**src/rtl/wdt_pkg.sv**
```systemverilog
package wdt_pkg;

    // State of the level sampler
    typedef struct packed {
        logic lvl;
    } wdt_edge_st_t;

    // State of the output register
    typedef struct packed {
        logic wdo_n;
    } wdt_out_st_t;

    // Reset values
    localparam wdt_edge_st_t EDGE_RST = '{lvl: 1'b0};
    localparam wdt_out_st_t  OUT_RST  = '{wdo_n: 1'b1};

endpackage

```
**src/rtl/wdt_edge_det.sv**
```systemverilog
module wdt_edge_det
    import wdt_pkg::*;
(
    input  logic clk,
    input  logic rst_n,
    input  logic lvl_i,
    output logic toggle_o
);

    wdt_edge_st_t st_d, st_q;

    always_comb begin
        st_d     = st_q;
        st_d.lvl = lvl_i;
        toggle_o = (lvl_i != st_q.lvl);
    end

    always_ff @(posedge clk or negedge rst_n) begin
        if (!rst_n) st_q <= EDGE_RST;
        else        st_q <= st_d;
    end

    // a reported change means the sampled level really differs
    a_r3_toggle_is_change: assert property (@(posedge clk) disable iff (!rst_n)
        toggle_o |=> (st_q.lvl == $past(lvl_i)));

endmodule

```
**src/rtl/wdt_timeout_cnt.sv**
```systemverilog
module wdt_timeout_cnt #(
    parameter int TIMEOUT_CYC = 200_000_000
) (
    input  logic clk,
    input  logic rst_n,
    input  logic hold_i,
    input  logic toggle_i,
    output logic exp_next_o,
    output logic exp_o
);

    localparam int CNT_W = (TIMEOUT_CYC > 2) ? $clog2(TIMEOUT_CYC) : 1;
    localparam logic [CNT_W-1:0] LAST = CNT_W'(TIMEOUT_CYC - 1);

    typedef struct packed {
        logic [CNT_W-1:0] cnt;
        logic             expired;
    } cnt_st_t;

    cnt_st_t st_d, st_q;
    logic    clear;

    always_comb begin
        st_d  = st_q;
        clear = hold_i | toggle_i;
        if (clear) begin
            st_d.cnt     = '0;
            st_d.expired = 1'b0;
        end else if (st_q.cnt == LAST) begin
            st_d.expired = 1'b1;
        end else begin
            st_d.cnt = st_q.cnt + CNT_W'(1);
        end
        exp_next_o = st_d.expired;
    end

    always_ff @(posedge clk or negedge rst_n) begin
        if (!rst_n) st_q <= '0;
        else        st_q <= st_d;
    end

    assign exp_o = st_q.expired;

    // the count never passes its limit
    a_r2_cnt_bound: assert property (@(posedge clk) disable iff (!rst_n)
        st_q.cnt <= LAST);

    // expiry is entered only from the final count value
    a_r2_expire_at_limit: assert property (@(posedge clk) disable iff (!rst_n)
        $rose(st_q.expired) |-> ($past(st_q.cnt) == LAST));

    // holding keeps everything cleared
    a_r4_hold_clears: assert property (@(posedge clk) disable iff (!rst_n)
        hold_i |=> (st_q.cnt == '0) && !st_q.expired);

    // expiry persists without a clearing event
    a_r7_expired_sticks: assert property (@(posedge clk) disable iff (!rst_n)
        (st_q.expired && !hold_i && !toggle_i) |=> st_q.expired);

endmodule

```
**src/rtl/wdt_out_stage.sv**
```systemverilog
module wdt_out_stage
    import wdt_pkg::*;
(
    input  logic clk,
    input  logic rst_n,
    input  logic exp_next_i,
    input  logic supply_low_i,
    output logic wdo_n_o
);

    wdt_out_st_t st_d, st_q;

    always_comb begin
        st_d       = st_q;
        st_d.wdo_n = ~(exp_next_i | supply_low_i);
    end

    always_ff @(posedge clk or negedge rst_n) begin
        if (!rst_n) st_q <= OUT_RST;
        else        st_q <= st_d;
    end

    assign wdo_n_o = st_q.wdo_n;

    // supply loss forces the flag low at the next edge
    a_r8_low_line: assert property (@(posedge clk) disable iff (!rst_n)
        supply_low_i |=> !wdo_n_o);

endmodule

```
**src/rtl/wdt_supervisor.sv**
```systemverilog
module wdt_supervisor #(
    parameter int TIMEOUT_CYC = 200_000_000
) (
    input  logic clk,
    input  logic rst_n,
    input  logic wdi_lvl,
    input  logic wdi_float,
    input  logic sys_rst,
    input  logic supply_low,
    output logic wdo_n
);

    logic toggle;
    logic hold;
    logic exp_next;
    logic exp_now;

    assign hold = sys_rst | wdi_float;

    wdt_edge_det u_edge (
        .clk      (clk),
        .rst_n    (rst_n),
        .lvl_i    (wdi_lvl),
        .toggle_o (toggle)
    );

    wdt_timeout_cnt #(.TIMEOUT_CYC(TIMEOUT_CYC)) u_cnt (
        .clk        (clk),
        .rst_n      (rst_n),
        .hold_i     (hold),
        .toggle_i   (toggle),
        .exp_next_o (exp_next),
        .exp_o      (exp_now)
    );

    wdt_out_stage u_out (
        .clk          (clk),
        .rst_n        (rst_n),
        .exp_next_i   (exp_next),
        .supply_low_i (supply_low),
        .wdo_n_o      (wdo_n)
    );

    // a level change with supply good releases the flag
    a_r7_toggle_releases: assert property (@(posedge clk) disable iff (!rst_n)
        (toggle && !supply_low) |=> wdo_n);

    // a floating input with good supply never raises the flag
    a_r9_float_quiet: assert property (@(posedge clk) disable iff (!rst_n)
        (wdi_float && !supply_low) |=> wdo_n);

    // the flag is low only when expired or supply was low
    a_r2_flag_cause: assert property (@(posedge clk) disable iff (!rst_n)
        !wdo_n |-> (exp_now || $past(supply_low)));

endmodule

```
**config.mk**
```make
export PLATFORM = sky130hd
export DESIGN_NAME = wdt_supervisor
export DESIGN_NICKNAME = d
export VERILOG_FILES = /design/src/rtl/wdt_pkg.sv /design/src/rtl/wdt_edge_det.sv /design/src/rtl/wdt_timeout_cnt.sv /design/src/rtl/wdt_out_stage.sv /design/src/rtl/wdt_supervisor.sv
export SDC_FILE = /design/constraint.sdc
export NUM_CORES = 1
export LEC_CHECK = 0
export BUFFER_PORTS_ARGS = -buffer_cell sky130_fd_sc_hd__buf_2
export CAP_MARGIN = 0
export CORE_UTILIZATION = 55
export DETAILED_ROUTE_END_ITERATION = 10
export GPL_TIMING_DRIVEN = 0
export PLACE_DENSITY = 0.72
export SLEW_MARGIN = 10
export SYNTH_ARGS = -nofsm -noshare
export SYNTH_HDL_FRONTEND = slang
export SYNTH_SLANG_ARGS = --single-unit
```
**constraint.sdc**
```tcl
create_clock -name clk -period 2.5 [get_ports clk]
set_input_delay 0.5 -clock clk [delete_from_list [all_inputs] [get_ports clk]]
set_output_delay 0.5 -clock clk [all_outputs]
set_load 0.01 [all_outputs]
```
==> results.ini <==
[route]
wire_per_inst_um = 15.5
first_iter_violations = 54
firstDrtPassIters = 4
drt-total-wl_mm = 3.16
antenna_left = 0
drc = 0
via_per_inst = 6.03
route.vias.total = 1231

[yosys]
yosys.area_share.simple_pct = 29.4
syn_area_um2 = 1580
synth_cell_types = 36
yosysTopAreaCellShare_pct = 47.5
synth_area_leaders = dfrtp_1, xor2_1, nor2_1
synth-compound-area-share_pct = 6.01
avgSynthCellArea_um2 = 9.95
syn_nets = 166
ys_seq_area_share_pct = 49.1
yosys_warnings = 0
ys_ff_latch = 31
synthMuxAreaShare_pct = 0.633
synth_fa_ha_area_share_pct = 0.791
syn-instance-count = 159
synth_top_family_by_area = simple AND/OR/NAND/NOR gates
synth-xor-area-share_pct = 11.6
synth_top_cell_by_area = dfrtp_1

[sta]
hold_viol = 0
fin_ws_ns = 0.293
worst_slew_pin_slew_ns = 0.681
final-setup-viol-count = 0
finalSetupTns_ns = 0
slew_viol_final = 0
min_period_ns = 2.21
max_freq_mhz = 453
rsz0062_at_grt = no
period_share_pct = 88.3
relSlewSlack_pct = 54.6
fin_skew_ns = 0.0197

[power_and_ir_drop]
pwr-share-clk_pct = 34.3
power_switching_uw = 191
internal_power_uw = 623
p_comb_share_pct = 3.6
power_density_nw_per_um2 = 479
p_seq_share_pct = 62.1
p_leak_uw = 0.000679
p_sw_share_pct = 23.4
total_power_uw = 814
max-vdd-ir-drop_mv = 0.394

[global_routing]
grt_pass1_wl_mm = 5.65
antenna_found_initial = 0
grt_max_degree = 32
grt_pass1_vias = 1279
grt_overflow = 0
grt_use_total_pct = 24.3

[cells_and_area]
ff_latch_area_um2 = 777
syn2layout_area_growth_pct = 7.44
fin_nets = 179
n_fill_cell = 227
antenna_cells = 0
drive_gt1_share_pct = 11.6
multiInputGateArea_um2 = 767
instances_no_fill = 204

[placed_design]
place_hpwl_mm = 2.19
place_ws_ns = 0.333
place_inst = 196
gp_congestion = 0.924
port_buffers = 6

[clock_tree]
clock_sinks = 31
cts_setup_buffers = 0
cts_buffers = 5
cts_hold_buf = 0
htree_num_levels = 2
cts-resized-gates = 0
clockRootBuffer = clkbuf_4
cts.path.max_buffers = 2
clk_latency_ns = 0.34
cts_tree = yes
cts.clk_slew.worst_paths_ns = 0.10

[floorplan]
die_y_um = 55.6
initial_core_util_pct = 57.8
rows = 19
dieArea_um2 = 3090
io_pins = 7
core_area_um2 = 2730
fp.dieW_um = 55.6

[critical_path]
r2r_end = u_cnt.st_q[2]$_DFFE_PN0P_
r2r_cells = 7
critPathArrivalTime_ns = 2.43
crit_path_max_incr_delay_ns = 0.65
cpLargestDelayFamily = simple AND/OR/NAND/NOR gates
startpoint_type = flop
cp_num_buf_inv = 1
critical_path_class = flop to flop
crit_chain = ha_1, nand3_2, or4_4, nor2_4, buf_6, mux2i_1, nor2_1
cpMaxStageDelayCell = or4_4
endpoint_kind = flop
cp.required_ns = 2.73
rr_startpoint = u_cnt.st_q[1]$_DFFE_PN0P_
cp_max_fo = 10
rrSetupSlack_ns = 0.29

[worst_hold_path]
hp-class = input pin to asynchronous set/reset pin

[outcome]
status = finished clean

[flow_run]
max_cap_viol_count = 0

-- cell type report --
class,instances,share of cell area (%)
flip-flops and latches,31,45.7
multi-input cells,120,45.1
clock buffers,8,2.87
well taps,31,2.28
repair buffers,6,1.77
plain buffers,6,1.77
inverters,2,0.442
-- synthesized netlist by cell type (all sizes together) --
master	count
o211ai	3
and4	2
clkbuf	5
inv	2
xor2	14
and2	1
o31a	1
nor2	29
nor3	3
o21ai	5
and3	3
o2111ai	1
or4	3
ha	1
nand4	10
o21a	2
or3	4
nand3	9
nor2b	1
and3b	1
nor4	5
dfstp	1
nor4b	2
dfrtp	30
nand2	9
a21oi	3
mux2i	1
buf	1
xnor2	7
-- layout by cell type (no fill, tap or decap), types with 2 or more instances in the layout --
cell and count:
and3_1 3, o21a_1 2, xnor2_1 7, a21oi_1 3, or3_1 4, dfrtp_1 30
inv_1 2, and4_1 2, o211ai_1 3, o21ai_1 4, nand4_1 9, or4_1 2
clkbuf_4 5, xor2_1 14, nor4_2 2, nor4_1 3, nor4b_1 2, nor2_1 28
nand2_1 8, nor3_1 3, buf_2 6, clkbuf_1 8, nand3_1 8
-- how the worst max path moves through the flow --
stage	startpoint	cells past startpoint	slack, ns	endpoint
floorplan	u_cnt.st_q[1]$_DFFE_PN0P_	7	0.53	u_cnt.st_q[2]$_DFFE_PN0P_
global placement	u_cnt.st_q[1]$_DFFE_PN0P_	7	0.36	u_cnt.st_q[2]$_DFFE_PN0P_
detailed placement	u_cnt.st_q[1]$_DFFE_PN0P_	7	0.33	u_cnt.st_q[2]$_DFFE_PN0P_
CTS	u_cnt.st_q[1]$_DFFE_PN0P_	7	0.29	u_cnt.st_q[2]$_DFFE_PN0P_
global route	u_cnt.st_q[1]$_DFFE_PN0P_	7	0.13	u_cnt.st_q[2]$_DFFE_PN0P_
finish	u_cnt.st_q[1]$_DFFE_PN0P_	7	0.29	u_cnt.st_q[2]$_DFFE_PN0P_
-- power groups by stage --
stage,clock network [µW],registers (µW),logic [µW]
after detailed placement,0,516,30.0
final,279,506,29.1
after global placement,0,516,28.5
after floorplan,0,516,10.6
after CTS,293,506,30.2
after global routing,307,507,34.2
-- per-layer routing --
| layer | track usage [%] | vias up | share of wire [%] |
|---|---|---|---|
| met1 | 29.7 | 612 | 45 |
| met2 | 38.0 | 24 | 49 |
| met3 | 7.67 | 6 | 3.6 |
| li1 | - | 589 | - |
| met5 | 0 | - | 0 |
| met4 | 13.6 | 0 | 2.3 |
-- kinds of logic (layout without fill, tap and decap cells) --
| family | count (synthesis) | count (layout) |
|---|---|---|
| flops | 31 | 31 |
| compound gates | 15 | 15 |
| simple gates | 82 | 82 |
| xor+xnor | 21 | 21 |
| fa+ha+maj | 1 | 1 |
| buf+inv | 8 | 22 |
| mux | 1 | 1 |
-- per-stage QoR --
stage          hold slack [ns]  instance area (µm²)  utilization, %
6_report                 0.183                 1700            62.2
5_1_grt                  0.225                 1700            62.2
3_3_place_gp             0.475                 1650            60.4
4_1_cts                  0.202                 1700            62.2
2_1_floorplan            0.204                 1580               -
3_5_place_dp             0.496                 1650            60.4
-- flip-flops by register name (all words and copies together) (netlist names) --
name / flops
u_edge.st_q: 1
u_out.wdo_n_o: 1
u_cnt.st_q: 28
u_cnt.exp_o: 1
No activity file was read; power rests on OpenSTA's default activity.
